File: config.mk
export PLATFORM = sky130hd
export DESIGN_NAME = pport_cmd_rx
export DESIGN_NICKNAME = d
export VERILOG_FILES = /design/src/rtl/pport_rx_pkg.sv /design/src/rtl/pport_byte_link.sv /design/src/rtl/pport_word_pack.sv /design/src/rtl/pport_frame_parser.sv /design/src/rtl/pport_cmd_rx.sv
export SDC_FILE = /design/constraint.sdc
export NUM_CORES = 1
export LEC_CHECK = 0
export BUFFER_PORTS_ARGS = -buffer_cell sky130_fd_sc_hd__buf_2
export CORE_MARGIN = 8
export CORE_UTILIZATION = 25
export CTS_CLUSTER_SIZE = 10
export DETAILED_ROUTE_END_ITERATION = 8
export PLACE_DENSITY = 0.37
export SLEW_MARGIN = 20
export SYNTH_ARGS = -nofsm -noshare
export SYNTH_HDL_FRONTEND = slang
export SYNTH_SLANG_ARGS = --single-unit
export TNS_END_PERCENT = 30
File: constraint.sdc
create_clock -name clk -period 5 [get_ports clk]
set_clock_uncertainty 0.05 [all_clocks]
set_input_delay 0.25 -clock clk [delete_from_list [all_inputs] [get_ports clk]]
set_output_delay 0.25 -clock clk [all_outputs]
set_load 0.005 [all_outputs]
File: src/rtl/pport_rx_pkg.sv
// Shared types and constants for the parallel-port command receiver.
// Assumes: byte values below are the frame's on-wire encodings.
package pport_rx_pkg;

    typedef enum logic [1:0] {
        LNK_HOLD,
        LNK_READY,
        LNK_ACK
    } lnk_state_t;

    typedef enum logic [2:0] {
        PS_SIG,
        PS_OPC,
        PS_OFS,
        PS_CNT,
        PS_DATA,
        PS_OUT,
        PS_SUM,
        PS_ERR
    } ps_state_t;

    localparam logic [7:0] OPC_PROG   = 8'h50;
    localparam logic [7:0] OPC_VERIFY = 8'h56;

    // Expected signature byte at a given position.
    function automatic logic [7:0] sig_byte(input logic [1:0] idx);
        case (idx)
            2'd0:    sig_byte = 8'h4D;
            2'd1:    sig_byte = 8'h50;
            2'd2:    sig_byte = 8'h54;
            default: sig_byte = 8'h21;
        endcase
    endfunction

endpackage

File: src/rtl/pport_byte_link.sv
// Byte-level handshake with the host. It synchronises the strobe, shows
// ready with busy low, latches the byte on a low strobe, pulses ack low until
// the strobe is released, then holds busy until accept_i allows the next byte.
// Assumes: pdata_i is stable while the strobe is low.
module pport_byte_link
    import pport_rx_pkg::*;
#(
    parameter int SYNC_STAGES = 2
) (
    input  logic       clk,
    input  logic       rst_n,
    input  logic       strobe_n_i,
    input  logic [7:0] pdata_i,
    input  logic       accept_i,
    output logic       busy_o,
    output logic       ack_n_o,
    output logic       byte_vld_o,
    output logic [7:0] byte_o
);

    logic [SYNC_STAGES-1:0] sync_q;
    logic                   strobe_s;
    lnk_state_t             state_q;

    // Strobe synchroniser chain, idle-high.
    always_ff @(posedge clk) begin
        if (!rst_n) sync_q <= '1;
        else        sync_q <= {sync_q[SYNC_STAGES-2:0], strobe_n_i};
    end

    assign strobe_s = sync_q[SYNC_STAGES-1];

    // Handshake phase sequencing and byte capture.
    always_ff @(posedge clk) begin
        if (!rst_n) begin
            state_q    <= LNK_HOLD;
            byte_q_clr();
        end else begin
            byte_vld_o <= 1'b0;
            case (state_q)
                LNK_HOLD:  if (accept_i) state_q <= LNK_READY;
                LNK_READY: if (!strobe_s) begin
                    byte_o     <= pdata_i;
                    byte_vld_o <= 1'b1;
                    state_q    <= LNK_ACK;
                end
                LNK_ACK:   if (strobe_s) state_q <= LNK_HOLD;
                default:   state_q <= LNK_HOLD;
            endcase
        end
    end

    task automatic byte_q_clr();
        byte_o     <= '0;
        byte_vld_o <= 1'b0;
    endtask

    assign busy_o  = (state_q != LNK_READY);
    assign ack_n_o = (state_q != LNK_ACK);

    // a latched byte is being acknowledged in the following cycle.
    a_r1_ack_on_latch: assert property (@(posedge clk) disable iff (!rst_n)
        byte_vld_o |-> !ack_n_o);
    // acknowledge held until the synchronised strobe returns high.
    a_r1_ack_until_release: assert property (@(posedge clk) disable iff (!rst_n)
        (!ack_n_o && !strobe_s) |=> !ack_n_o);

endmodule

File: src/rtl/pport_word_pack.sv
// Gathers four bytes, least significant first, into a 32-bit word.
// Assumes: the parser enables it only at word-aligned field starts.
module pport_word_pack (
    input  logic        clk,
    input  logic        rst_n,
    input  logic        en_i,
    input  logic        clr_i,
    input  logic        byte_vld_i,
    input  logic [7:0]  byte_i,
    output logic        done_o,
    output logic [31:0] word_o
);

    logic [1:0] cnt_q;

    // Shift bytes in from the top so the first byte ends up lowest.
    always_ff @(posedge clk) begin
        if (!rst_n || clr_i) begin
            cnt_q  <= '0;
            word_o <= '0;
            done_o <= 1'b0;
        end else begin
            done_o <= 1'b0;
            if (en_i && byte_vld_i) begin
                word_o <= {byte_i, word_o[31:8]};
                cnt_q  <= cnt_q + 2'd1;
                done_o <= (cnt_q == 2'd3);
            end
        end
    end

endmodule

File: src/rtl/pport_frame_parser.sv
// Command frame parser: signature, opcode, offset and count validation,
// data word streaming with valid/ready, per-block checksum and sticky errors.
// Assumes: byte and word events arrive no more than one per cycle.
module pport_frame_parser
    import pport_rx_pkg::*;
#(
    parameter int SPACE_BITS = 24,
    parameter int BLOCK_BITS = 18
) (
    input  logic                  clk,
    input  logic                  rst_n,
    input  logic                  byte_vld_i,
    input  logic [7:0]            byte_i,
    input  logic                  word_done_i,
    input  logic [31:0]           word_i,
    input  logic                  clear_i,
    input  logic                  out_ready_i,
    output logic                  pack_en_o,
    output logic                  pack_clr_o,
    output logic                  accept_o,
    output logic                  out_valid_o,
    output logic [31:0]           out_data_o,
    output logic                  out_verify_o,
    output logic [SPACE_BITS-1:0] blk_addr_o,
    output logic                  blk_ok_o,
    output logic                  err_offset_o,
    output logic                  err_count_o,
    output logic                  err_sum_o
);

    localparam int WIDX_W = BLOCK_BITS - 2;
    localparam int EW     = SPACE_BITS + 9;
    localparam logic [EW-1:0]         LIMIT    = EW'(1) << SPACE_BITS;
    localparam logic [SPACE_BITS-1:0] BLK_STEP = SPACE_BITS'(1) << BLOCK_BITS;

    ps_state_t         state_q;
    logic [1:0]        sig_idx_q;
    logic [7:0]        blocks_left_q;
    logic [WIDX_W-1:0] word_idx_q;
    logic [31:0]       sum_q;
    logic              offset_bad;
    logic              count_bad;
    logic [EW-1:0]     end_v;

    // Offset range and alignment test on the assembled word.
    always_comb begin
        offset_bad = (word_i[31:SPACE_BITS] != '0) || (word_i[BLOCK_BITS-1:0] != '0);
    end

    // Count test: nonzero and the run ends inside the space.
    always_comb begin
        end_v     = EW'(blk_addr_o) + (EW'(byte_i) << BLOCK_BITS);
        count_bad = (byte_i == 8'd0) || (end_v > LIMIT);
    end

    // Frame sequencing, validation, streaming and checksum.
    always_ff @(posedge clk) begin
        if (!rst_n) begin
            state_q       <= PS_SIG;
            sig_idx_q     <= '0;
            blocks_left_q <= '0;
            word_idx_q    <= '0;
            sum_q         <= '0;
            out_data_o    <= '0;
            out_verify_o  <= 1'b0;
            blk_addr_o    <= '0;
            blk_ok_o      <= 1'b0;
            err_offset_o  <= 1'b0;
            err_count_o   <= 1'b0;
            err_sum_o     <= 1'b0;
        end else begin
            blk_ok_o <= 1'b0;
            case (state_q)
                PS_SIG: if (byte_vld_i) begin
                    if (byte_i == sig_byte(sig_idx_q)) begin
                        sig_idx_q <= sig_idx_q + 2'd1;
                        if (sig_idx_q == 2'd3) state_q <= PS_OPC;
                    end else begin
                        sig_idx_q <= '0;
                    end
                end
                PS_OPC: if (byte_vld_i) begin
                    if (byte_i == OPC_PROG) begin
                        out_verify_o <= 1'b0;
                        state_q      <= PS_OFS;
                    end else if (byte_i == OPC_VERIFY) begin
                        out_verify_o <= 1'b1;
                        state_q      <= PS_OFS;
                    end else begin
                        state_q <= PS_SIG;
                    end
                end
                PS_OFS: if (word_done_i) begin
                    blk_addr_o <= word_i[SPACE_BITS-1:0];
                    if (offset_bad) begin
                        err_offset_o <= 1'b1;
                        state_q      <= PS_ERR;
                    end else begin
                        state_q <= PS_CNT;
                    end
                end
                PS_CNT: if (byte_vld_i) begin
                    if (count_bad) begin
                        err_count_o <= 1'b1;
                        state_q     <= PS_ERR;
                    end else begin
                        blocks_left_q <= byte_i;
                        word_idx_q    <= '0;
                        sum_q         <= '0;
                        state_q       <= PS_DATA;
                    end
                end
                PS_DATA: if (word_done_i) begin
                    out_data_o <= word_i;
                    sum_q      <= sum_q + word_i;
                    state_q    <= PS_OUT;
                end
                PS_OUT: if (out_ready_i) begin
                    word_idx_q <= word_idx_q + WIDX_W'(1);
                    state_q    <= (word_idx_q == '1) ? PS_SUM : PS_DATA;
                end
                PS_SUM: if (word_done_i) begin
                    if (word_i != sum_q) begin
                        err_sum_o <= 1'b1;
                        state_q   <= PS_ERR;
                    end else begin
                        blk_ok_o      <= 1'b1;
                        sum_q         <= '0;
                        blk_addr_o    <= blk_addr_o + BLK_STEP;
                        blocks_left_q <= blocks_left_q - 8'd1;
                        state_q       <= (blocks_left_q == 8'd1) ? PS_SIG : PS_DATA;
                    end
                end
                PS_ERR: if (clear_i) begin
                    err_offset_o <= 1'b0;
                    err_count_o  <= 1'b0;
                    err_sum_o    <= 1'b0;
                    sig_idx_q    <= '0;
                    state_q      <= PS_SIG;
                end
                default: state_q <= PS_SIG;
            endcase
        end
    end

    assign out_valid_o = (state_q == PS_OUT);
    assign accept_o    = (state_q != PS_OUT) && (state_q != PS_ERR);
    assign pack_en_o   = (state_q == PS_OFS) || (state_q == PS_DATA) || (state_q == PS_SUM);
    assign pack_clr_o  = (state_q == PS_SIG) || (state_q == PS_ERR);

    // a presented word is held until the consumer takes it.
    a_r8_hold_word: assert property (@(posedge clk) disable iff (!rst_n)
        (out_valid_o && !out_ready_i) |=> (out_valid_o && $stable(out_data_o)));
    // at most one error flag is set.
    a_r10_one_flag: assert property (@(posedge clk) disable iff (!rst_n)
        $onehot0({err_offset_o, err_count_o, err_sum_o}));
    // an error flag stays set until clear.
    a_r10_sticky: assert property (@(posedge clk) disable iff (!rst_n)
        ((err_offset_o || err_count_o || err_sum_o) && !clear_i)
            |=> (err_offset_o || err_count_o || err_sum_o));

endmodule

File: src/rtl/pport_cmd_rx.sv
// Top of the parallel-port command receiver: handshake link, word packer
// and frame parser. The link is held busy while a byte or word is still
// moving through the pipe, so no byte can slip past a stall or an error.
// Assumes: SPACE_BITS <= 31, 3 <= BLOCK_BITS < SPACE_BITS.
module pport_cmd_rx #(
    parameter int SPACE_BITS  = 24,
    parameter int BLOCK_BITS  = 18,
    parameter int SYNC_STAGES = 2
) (
    input  logic                  clk,
    input  logic                  rst_n,
    input  logic                  strobe_n_i,
    input  logic [7:0]            pdata_i,
    output logic                  busy_o,
    output logic                  ack_n_o,
    input  logic                  clear_i,
    output logic                  out_valid_o,
    input  logic                  out_ready_i,
    output logic [31:0]           out_data_o,
    output logic                  out_verify_o,
    output logic [SPACE_BITS-1:0] blk_addr_o,
    output logic                  blk_ok_o,
    output logic                  err_offset_o,
    output logic                  err_count_o,
    output logic                  err_sum_o
);

    logic        byte_vld;
    logic [7:0]  byte_val;
    logic        word_done;
    logic [31:0] word_val;
    logic        pack_en;
    logic        pack_clr;
    logic        par_accept;
    logic        link_accept;

    // Only offer ready when the parser can take a byte and nothing is in flight.
    assign link_accept = par_accept && !byte_vld && !word_done;

    pport_byte_link #(.SYNC_STAGES(SYNC_STAGES)) link_i (
        .clk        (clk),
        .rst_n      (rst_n),
        .strobe_n_i (strobe_n_i),
        .pdata_i    (pdata_i),
        .accept_i   (link_accept),
        .busy_o     (busy_o),
        .ack_n_o    (ack_n_o),
        .byte_vld_o (byte_vld),
        .byte_o     (byte_val)
    );

    pport_word_pack pack_i (
        .clk        (clk),
        .rst_n      (rst_n),
        .en_i       (pack_en),
        .clr_i      (pack_clr),
        .byte_vld_i (byte_vld),
        .byte_i     (byte_val),
        .done_o     (word_done),
        .word_o     (word_val)
    );

    pport_frame_parser #(
        .SPACE_BITS (SPACE_BITS),
        .BLOCK_BITS (BLOCK_BITS)
    ) parser_i (
        .clk          (clk),
        .rst_n        (rst_n),
        .byte_vld_i   (byte_vld),
        .byte_i       (byte_val),
        .word_done_i  (word_done),
        .word_i       (word_val),
        .clear_i      (clear_i),
        .out_ready_i  (out_ready_i),
        .pack_en_o    (pack_en),
        .pack_clr_o   (pack_clr),
        .accept_o     (par_accept),
        .out_valid_o  (out_valid_o),
        .out_data_o   (out_data_o),
        .out_verify_o (out_verify_o),
        .blk_addr_o   (blk_addr_o),
        .blk_ok_o     (blk_ok_o),
        .err_offset_o (err_offset_o),
        .err_count_o  (err_count_o),
        .err_sum_o    (err_sum_o)
    );

    // while a word waits for the consumer the host is held off.
    a_r8_stall_busy: assert property (@(posedge clk) disable iff (!rst_n)
        out_valid_o |-> busy_o);
    // in an error the host is held off.
    a_r10_err_busy: assert property (@(posedge clk) disable iff (!rst_n)
        (err_offset_o || err_count_o || err_sum_o) |-> busy_o);

endmodule

==> results of run 1 <==
routing by layer:
layer / vias to the layer above / wire length [um] / track usage
li1: 4168 / - / -
met1: 3937 / 15300 / 0.204
met2: 120 / 14100 / 0.238
met3: 11 / 820 / 0.0220
met4: 0 / 193 / 0.0273
met5: - / 0 / 0
cell type report:
class / count / share of cell area
Multi-Input combinational cell: 892 / 0.494
Clock buffer: 17 / 0.0409
Tap cell: 461 / 0.0555
Inverter: 17 / 0.00614
Clock inverter: 15 / 0.0196
Sequential cell: 170 / 0.327
Timing Repair Buffer: 100 / 0.0561
per-stage QoR:
| stage | hold slack [ps] | cells |
|---|---|---|
| finish | 78.3 | 1672 |
| global placement | 346 | 1631 |
| detailed placement | 356 | 1631 |
| CTS | 57.1 | 1672 |
| floorplan | 301 | 1148 |
| global route | 81.0 | 1672 |
layout by cell type (no fill, tap or decap), types with 14 or more instances in the layout:
cell type and count:
sky130_fd_sc_hd__nand2_1 241, sky130_fd_sc_hd__dfxtp_1 170, sky130_fd_sc_hd__a21oi_1 161, sky130_fd_sc_hd__nor2_1 81
sky130_fd_sc_hd__buf_2 76, sky130_fd_sc_hd__o21ai_0 54, sky130_fd_sc_hd__ha_1 45, sky130_fd_sc_hd__nor4_1 29
sky130_fd_sc_hd__nand3_1 23, sky130_fd_sc_hd__nor3_1 22, sky130_fd_sc_hd__xor2_1 19, sky130_fd_sc_hd__clkbuf_16 17
sky130_fd_sc_hd__inv_1 16, sky130_fd_sc_hd__a21o_1 16, sky130_fd_sc_hd__buf_4 15, sky130_fd_sc_hd__xnor2_1 14
sky130_fd_sc_hd__nand4_1 14, sky130_fd_sc_hd__o31ai_1 14
cells by family after synthesis:
kind of cell | count (synthesis) | share of synthesized area
adder cells (fa/ha/maj) | 47 | 0.0681
AND/OR/NAND/NOR | 482 | 0.247
AO/OA/AOI/OAI | 318 | 0.215
flip-flops | 170 | 0.384
buffers and inverters | 86 | 0.0394
multiplexers | 12 | 0.0136
XOR/XNOR | 33 | 0.0326
registers in the layout, summed over array words and instances (netlist names):
register,flops
link_i.byte_o,8
pack_i.word_o,32
parser_i.blocks_left_q,8
parser_i.state_q,3
parser_i.word_idx_q,16
parser_i.blk_addr_o,24
parser_i.err_sum_o,1
parser_i.err_offset_o,1
parser_i.out_data_o,32
parser_i.err_count_o,1
pack_i.done_o,1
link_i.state_q,2
parser_i.sig_idx_q,2
parser_i.sum_q,32
link_i.sync_q,2
pack_i.cnt_q,2
parser_i.out_verify_o,1
parser_i.blk_ok_o,1
link_i.byte_vld_o,1
worst min-delay path by stage:
stage	startpoint	end	slack [ps]	depth (start not counted)
global route	rst_n	link_i.sync_q[1]$_SDFF_PN1_	80	2
finish	rst_n	link_i.sync_q[1]$_SDFF_PN1_	80	2
floorplan	strobe_n_i	link_i.sync_q[0]$_SDFF_PN1_	300	1
detailed placement	link_i.sync_q[0]$_SDFF_PN1_	link_i.sync_q[1]$_SDFF_PN1_	360	1
CTS	rst_n	link_i.sync_q[0]$_SDFF_PN1_	60	2
global placement	link_i.sync_q[0]$_SDFF_PN1_	link_i.sync_q[1]$_SDFF_PN1_	350	1
where the power goes:
group	internal, mW	switching [mW]
Sequential	1.36	0.00592
Clock	0.769	0.659
Combinational	0.0200	0.0362
==> results.ini, run 1 <==
[status]
run_status=finished clean

[critical_path]
worst_ep_required_time_ps=5310
critical_path.n_buffers_inverters=1
timing.critical_path.from=link_i.byte_o[0]$_SDFFE_PN0P_
crit_family=simple AND/OR/NAND/NOR gates
timing.critical_path.cells=ha_1 -> fa_1 -> nor4_1 -> nand4_1 -> nor3_1 -> o2111ai_1 -> a22oi_2 -> a31oi_1 -> buf_4 -> or4_1 -> a21oi_1
critPathMaxFanout=20
critical-path-max-stage-delay_ps=590
worst_setup_path_start_kind=flop
worst_setup_path_endpoint=parser_i.word_idx_q[14]$_SDFFE_PN0P_
worst_setup_path_end_kind=flop
r2r.worst_path.cells=11
critical_path_class=flop to flop
max_stage_delay_cell_worst_path=sky130_fd_sc_hd__dfxtp_1
critical_path.reg2reg.startpoint=link_i.byte_o[0]$_SDFFE_PN0P_
cp.arrival_ps=3990
reg2reg_to=parser_i.word_idx_q[14]$_SDFFE_PN0P_
r2r_slack_ps=1320
critical_path_depth=11

[drt]
detail_route.iter0.violations=488
postRouteWirelength_um=30400
firstDrtPassIters=4
post_drt_wl_per_cell_um=18.2
drcViolationCount=0
antenna_left=0
routed_via_density=4.93
via_count=8236

[synthesis]
yosys.cell_types.count=66
synth_top_flop_cell=sky130_fd_sc_hd__dfxtp_1
ys_seq_elements=170
yosys.cell_count.top_type=sky130_fd_sc_hd__nand2_1
synthesis.nets=1208
synthesized_cell_area_sq_um=8860
post_synth_main_area_contributors=sky130_fd_sc_hd__dfxtp_1 (38%), sky130_fd_sc_hd__nand2_1 (10%), sky130_fd_sc_hd__a21oi_1 (9.1%)
yosysWarnings=0
yosysTopAreaCellShare=0.384
fraction_of_the_yosys_area_taken_by_sequential_cells=0.384
ys_async_sr_fraction=0
synth_edf_count=0
top_cells_by_instance_count_after_synthesis=sky130_fd_sc_hd__nand2_1 (242), sky130_fd_sc_hd__dfxtp_1 (170), sky130_fd_sc_hd__a21oi_1 (161), sky130_fd_sc_hd__nor2_1 (81), sky130_fd_sc_hd__clkbuf_1 (56)
postSynthAreaPerCell_sq_um=7.72
synthCells=1148
netlist.top_cell.by_area=sky130_fd_sc_hd__dfxtp_1

[global_routing]
grt_usage=0.146
grt_antenna_before_repair=1
grt_start_max_net_pins=66
global_route.overflow_total=0
grt_pass1_wl_um=48200
number_of_global_route_vias_before_repair=8012

[timing]
fin_setup_tns_ps=0
finalWorstPathRequiredPeriod_ps=3680
achievable-frequency_mhz=272
setup_ws_ps=1320
final-max-slew-violation-count=0
max_slew.worst_pin.slew_ps=1100
setup_viol=0
rsz_0062_raised_after_global_routing=false
max-slew-margin-rel=0.265
final-hold-violation-count=0
timing.final.crit_share=0.736

[pwr]
power.density_nw_per_um2=274
totalPowerFinal_mw=2.85
cellLeakagePower_nw=3.88
irDropWorstVdd_v=0.000244

[hold_path]
timing.hold.worst.class=input port to flop

[floorplan]
die_h_um=204
fp.coreArea_sq_um=35200
num_io_pins=77
start_util=0.252
die_area_sq_um=41700
rows=69
chipWidth_um=204

[placed_design]
detailed_place.area_sq_um=9670
dp_slack_ps=1320
port-buffer-count=76
post-dp-hpwl_um=21700
gp_congestion=0.775

[clocking]
path_clk_slew_ps=70
cts.path.max_buffers=2
ctsRootBufferMaster=sky130_fd_sc_hd__clkbuf_16
post_cts_hold_fix_bufs=9
clock-sinks=170
tritoncts_clock_tree=built
worst_skew_pair_later_pin_latency_ps=440
cts.repair.resized=0
numCtsBuffers=17
number_of_buffers_inserted_by_post_cts_setup_repair=0
htreeDepth=4

[cells_and_area]
final_core_util=0.295
post_layout_instance_area_sq_um=10400
multi_input_area_sq_um=5140
register_area_sq_um=3400
n_fill_cell=3900
layout_cell_share_with_drive_strength_beyond_1=0.123
areaGrowthSynthToFinish_pct=17.3
layout.nets=1258
diodes=0

[flow_run]
cap_violations=0

(Power assumes the default switching activity.)
==> inputs of run 2 (changes only) <==
Settings changed: PLACE_DENSITY 0.37 to 0.38.
Clock period 5 ns to 3.05 ns, I/O delays scaled along.
==> run 2 against run 1 <==
Effect of this change: sequential cell count unchanged; global-route usage increased by 0.75 points; combinational power increased by 140%; critical path type unchanged; highest routed layer unchanged.
==> results.ini, run 2 (synthesized netlist as in run 1, its figures left out) <==
[drt]
antenna_left=0
drcViolationCount=0
via_count=8588
routed_via_density=4.81
postRouteWirelength_um=32800
firstDrtPassIters=5
detail_route.iter0.violations=480
post_drt_wl_per_cell_um=18.4

[critical_path]
critical_path.reg2reg.startpoint=parser_i.blk_addr_o[18]$_SDFFE_PN0P_
worst_setup_path_end_kind=flop
critical_path.n_buffers_inverters=2
max_stage_delay_cell_worst_path=sky130_fd_sc_hd__or4_1
r2r.worst_path.cells=13
critPathMaxFanout=5
crit_path_frequent_cell=sky130_fd_sc_hd__a21oi_2
timing.critical_path.cells=ha_4 -> fa_2 -> a21o_1 -> a21oi_2 -> o21bai_1 -> a21oi_2 -> xnor2_2 -> a32oi_2 -> buf_4 -> a31oi_4 -> buf_6 -> or4_1 -> a21oi_1
cp.arrival_ps=3300
worst_setup_path_start_kind=flop
r2r_slack_ps=70
critical_path_depth=13
reg2reg_to=parser_i.word_idx_q[8]$_SDFFE_PN0P_
crit_family=compound AO/OA/AOI/OAI gates
worst_ep_required_time_ps=3370
timing.critical_path.from=parser_i.blk_addr_o[18]$_SDFFE_PN0P_
worst_setup_path_endpoint=parser_i.word_idx_q[8]$_SDFFE_PN0P_
critical_path_class=flop to flop
critical-path-max-stage-delay_ps=460

[floorplan]
die_h_um=204
fp.coreArea_sq_um=35200
chipWidth_um=204
die_area_sq_um=41700
rows=69
num_io_pins=77
start_util=0.252

[timing]
achievable-frequency_mhz=336
timing.final.crit_share=0.976
finalWorstPathRequiredPeriod_ps=2980
final-max-slew-violation-count=0
max_slew.worst_pin.slew_ps=950
max-slew-margin-rel=0.364
rsz_0062_raised_after_global_routing=true
setup_viol=0
final-hold-violation-count=0

[clocking]
cts.path.max_buffers=2
numCtsBuffers=17
ctsRootBufferMaster=sky130_fd_sc_hd__clkbuf_16
htreeDepth=4
tritoncts_clock_tree=built
worst_skew_pair_later_pin_latency_ps=440
path_clk_slew_ps=70
clock-sinks=170

[global_routing]
grt_pass1_wl_um=50300
grt_antenna_before_repair=0
number_of_global_route_vias_before_repair=8498
grt_start_max_net_pins=70
global_route.overflow_total=0
grt_usage=0.154

[cells_and_area]
layout.cells.most_common=sky130_fd_sc_hd__nand2_1
layout_top_registers=pack_i.word_o: 32 flops, parser_i.out_data_o: 32 flops, parser_i.sum_q: 32 flops
layout.nets=1373
areaGrowthSynthToFinish_pct=29.0
top_library_cells_by_usage_in_the_layout_fill_and_taps_aside=sky130_fd_sc_hd__nand2_1 (241), sky130_fd_sc_hd__dfxtp_1 (167), sky130_fd_sc_hd__a21oi_1 (157)
n_fill_cell=3836
layout_cell_share_with_drive_strength_beyond_1=0.216
diodes=0
post_layout_instance_area_sq_um=11400

[status]
run_status=finished clean

[pwr]
totalPowerFinal_mw=4.63
cellLeakagePower_nw=4.48
irDropWorstVdd_v=0.000423
power.density_nw_per_um2=406

[placed_design]
post-dp-hpwl_um=23000
detailed_place.area_sq_um=10400
gp_congestion=0.811
port-buffer-count=76

[flow_run]
cap_violations=0

[hold_path]
timing.hold.worst.class=input port to flop
whs_path_depth=4

## run 2: cell types whose count changed in the layout (fill, tap and decap cells not counted), moves of 3 or more
cell | before | now
sky130_fd_sc_hd__a21oi_1 | 161 | 157
sky130_fd_sc_hd__a21oi_2 | 3 | 7
sky130_fd_sc_hd__a31oi_1 | 12 | 9
sky130_fd_sc_hd__buf_4 | 15 | 119
sky130_fd_sc_hd__buf_6 | 0 | 5
sky130_fd_sc_hd__clkinv_8 | 3 | 0
sky130_fd_sc_hd__dfxtp_1 | 170 | 167
sky130_fd_sc_hd__dfxtp_2 | 0 | 3
sky130_fd_sc_hd__o21ai_0 | 54 | 48
sky130_fd_sc_hd__o21ai_1 | 2 | 8
sky130_fd_sc_hd__or4_1 | 11 | 8
sky130_fd_sc_hd__or4_4 | 1 | 4
## run 2: area by class of cell
class / count / area [sq um] / share of cell area
Clock inverter: 14 / 151 / 0.0132
Inverter: 17 / 63.8 / 0.00558
Tap cell: 461 / 577 / 0.0505
Multi-Input combinational cell: 892 / 5280 / 0.462
Clock buffer: 18 / 439 / 0.0384
Timing Repair Buffer: 215 / 1520 / 0.133
Sequential cell: 170 / 3410 / 0.298
## run 2: where the power goes
part	switching, mW	internal (mW)
clock network	1.08	1.19
registers	0.00374	2.22
logic	0.0800	0.0574
## run 2: stage by stage
step | std cells | util | hold WS, ps | setup TNS, ps | worst slack, ps
finish | 1787 | 0.324 | 116 | 0 | 74.3
global route | 1787 | 0.324 | 142 | -547 | -43.4
CTS | 1779 | 0.319 | 92.1 | 0 | 13.7
detailed placement | 1729 | 0.296 | 299 | -439 | -94.9
global placement | 1729 | 0.296 | 292 | -289 | -116
floorplan | 1148 | - | 204 | 0 | 87.1
## run 2: worst min-delay path, stage by stage
cell	delay, ps
sky130_fd_sc_hd__buf_2	110
sky130_fd_sc_hd__nand4_1	150
sky130_fd_sc_hd__a32oi_1	70
sky130_fd_sc_hd__nor2_1	70
## run 2: how the worst min path moves through the flow
| stage | start | end | slack, ps |
|---|---|---|---|
| 2_1_floorplan | strobe_n_i | link_i.sync_q[0]$_SDFF_PN1_ | 200 |
| 3_3_place_gp | strobe_n_i | link_i.sync_q[0]$_SDFF_PN1_ | 290 |
| 3_5_place_dp | strobe_n_i | link_i.sync_q[0]$_SDFF_PN1_ | 300 |
| 4_1_cts | clear_i | parser_i.err_sum_o$_SDFFE_PN0P_ | 90 |
| 5_1_grt | clear_i | parser_i.err_count_o$_SDFFE_PN0P_ | 140 |
| 6_report | clear_i | parser_i.err_sum_o$_SDFFE_PN0P_ | 120 |
## run 2: per-layer routing
layer | up-vias | wire length [um] | global-route usage
li1 | 4404 | - | -
met2 | 98 | 15200 | 0.254
met4 | 0 | 419 | 0.0357
met5 | - | 0 | 0
met1 | 4064 | 16200 | 0.206
met3 | 22 | 944 | 0.0266
## run 2: what timing repair did
item                                   CTS  global route
pin swaps                                4            18
hold buffers                            11             0
endpoints found under the hold margin   10             0
cloned                                   3             3
setup buffers                            4             5
setup endpoints to repair               48            58
resized for setup                       13            32
==> inputs of run 3 (changes only) <==
Settings changed: PLACE_DENSITY 0.38 to 0.37.
Clock period 3.05 ns to 3.2 ns, I/O delays scaled along.
==> run 3 against run 2 <==
Effect of this change: via count down 0.90%; maximum frequency down 3.5%; worst hold slack better by 13 ps; routed wire length down 3.6%; cell count down 1.4%; clock-buffer cell count up 1; highest routed layer unchanged.
==> results.ini, run 3 (synthesized netlist as in run 1, its figures left out) <==
[placed_design]
placed_cells_incl_taps=1713
post-dp-hpwl_um=23600
gp_congestion=0.775
port-buffer-count=76

[global_routing]
grt_antenna_before_repair=0
grt_start_max_net_pins=69
global_route.overflow_total=0
grt_usage=0.150
number_of_global_route_vias_before_repair=8385
grt_pass1_wl_um=49400

[pwr]
swShare=0.241
power.share.clock=0.483
combPwrFrac=0.026
register_share_of_total_power=0.491
power.density_nw_per_um2=389
p_sw_mw=1.04
internal_power_mw=3.28
irDropWorstVdd_v=0.000338
cellLeakagePower_nw=4.33

[drt]
via_count=8511
antenna_left=0
drcViolationCount=0
detail_route.iter0.violations=508
routed_via_density=4.83
post_drt_wl_per_cell_um=18.0
postRouteWirelength_um=31600
firstDrtPassIters=4

[cells_and_area]
layout_cell_share_with_drive_strength_beyond_1=0.188
diodes=0
register_area_sq_um=3400
layout.cells.most_common=sky130_fd_sc_hd__nand2_1
areaGrowthSynthToFinish_pct=25.5
layout_top_registers=pack_i.word_o: 32 flops, parser_i.out_data_o: 32 flops, parser_i.sum_q: 32 flops
final_core_util=0.316
top_library_cells_by_usage_in_the_layout_fill_and_taps_aside=sky130_fd_sc_hd__nand2_1 (242), sky130_fd_sc_hd__dfxtp_1 (170), sky130_fd_sc_hd__a21oi_1 (160)
multi_input_area_sq_um=5210
n_fill_cell=3836
layout.nets=1348
finalNonFillerCells=1762

[clocking]
path_clk_slew_ps=70
numCtsBuffers=17
tritoncts_clock_tree=built
worst_skew_pair_later_pin_latency_ps=440
clock-sinks=170
cts.path.max_buffers=2
htreeDepth=4
ctsRootBufferMaster=sky130_fd_sc_hd__clkbuf_16

[timing]
achievable-frequency_mhz=324
timing.final.crit_share=0.964
final-max-slew-violation-count=0
setup_viol=0
finalWorstPathRequiredPeriod_ps=3080
max_slew.worst_pin.slew_ps=1000
fin_setup_tns_ps=0
final-hold-violation-count=0
max-slew-margin-rel=0.316

[hold_path]
whs_path_depth=4
timing.hold.worst.class=input port to flop

[status]
run_status=finished clean

[critical_path]
cp.arrival_ps=3400
worst_setup_path_start_kind=flop
worst_setup_path_end_kind=flop
worst_ep_required_time_ps=3520
critical_path_class=flop to flop
r2r.worst_path.cells=12
critPathMaxFanout=10

[floorplan]
die_area_sq_um=41700
chipWidth_um=204
die_h_um=204
num_io_pins=77
start_util=0.252
fp.coreArea_sq_um=35200
rows=69

[flow_run]
cap_violations=0

[run 3: cell types whose count changed in the layout (fill, tap and decap cells not counted), sizes merged]
cell,delta
clkinv,+5
clkinvlp,-1
inv,-5
clkbuf,-1
buf,-23
[run 3: timing repair]
item | in CTS | in global routing
gates resized for setup | 2 | 12
endpoints found under the setup margin | 23 | 21
hold buffers | 11 | 0
pin swaps | 2 | 6
cloned | 0 | 1
setup buffers | 1 | 4
hold endpoints to repair | 10 | 0
[run 3: layer usage]
layer	vias to the layer above	GRT usage	part of all wire
met5	-	0	0
met4	0	0.0334	0.015
met3	22	0.0238	0.024
met2	110	0.250	0.47
met1	4033	0.202	0.49
li1	4346	-	-
[run 3: final timing paths]
path,startpoint,to,slack [ps]
worst max-delay path,parser_i.blk_addr_o[18]$_SDFFE_PN0P_,parser_i.word_idx_q[6]$_SDFFE_PN0P_,120
worst min-delay path,clear_i,parser_i.err_sum_o$_SDFFE_PN0P_,130
worst min register to register,link_i.sync_q[0]$_SDFF_PN1_,link_i.sync_q[1]$_SDFF_PN1_,360
worst max register to register,parser_i.blk_addr_o[18]$_SDFFE_PN0P_,parser_i.word_idx_q[6]$_SDFFE_PN0P_,120
[run 3: power groups by stage]
stage	registers (mW)	clock network, mW	logic [mW]
after global placement	2.17	0	0.0977
after CTS	2.12	2.16	0.111
after detailed placement	2.17	0	0.0964
final	2.12	2.09	0.112
after floorplan	2.17	0	0.0518
after global routing	2.12	2.25	0.123
[run 3: worst max-delay path: stages, from the launching register on]
cell and delay (ps):
sky130_fd_sc_hd__dfxtp_1 320, sky130_fd_sc_hd__ha_2 190, sky130_fd_sc_hd__fa_2 350, sky130_fd_sc_hd__a21o_1 190, sky130_fd_sc_hd__a21oi_2 160, sky130_fd_sc_hd__o21bai_1 90, sky130_fd_sc_hd__a21oi_2 150, sky130_fd_sc_hd__xnor2_1 120
sky130_fd_sc_hd__a32oi_2 420, sky130_fd_sc_hd__a31oi_4 150, sky130_fd_sc_hd__buf_6 190, sky130_fd_sc_hd__or4_1 470, sky130_fd_sc_hd__a21oi_1 150
[run 3: cell type report]
class                           count  share of cell area
Inverter                           17             0.00574
Sequential cell                   170               0.306
Multi-Input combinational cell    892               0.468
Timing Repair Buffer              190               0.116
Clock inverter                     13              0.0122
Tap cell                          461              0.0519
Clock buffer                       19              0.0398
[run 3: per-stage QoR]
step / cell area [sq um] / power, mW / hold slack, ps / worst slack [ps]
global placement: 10300 / 2.27 / 302 / -67.3
detailed placement: 10300 / 2.27 / 299 / -126
floorplan: 8860 / 2.22 / 211 / 237
global route: 11100 / 4.50 / 182 / -17.3
finish: 11100 / 4.32 / 129 / 115
CTS: 11000 / 4.39 / 111 / 12.8
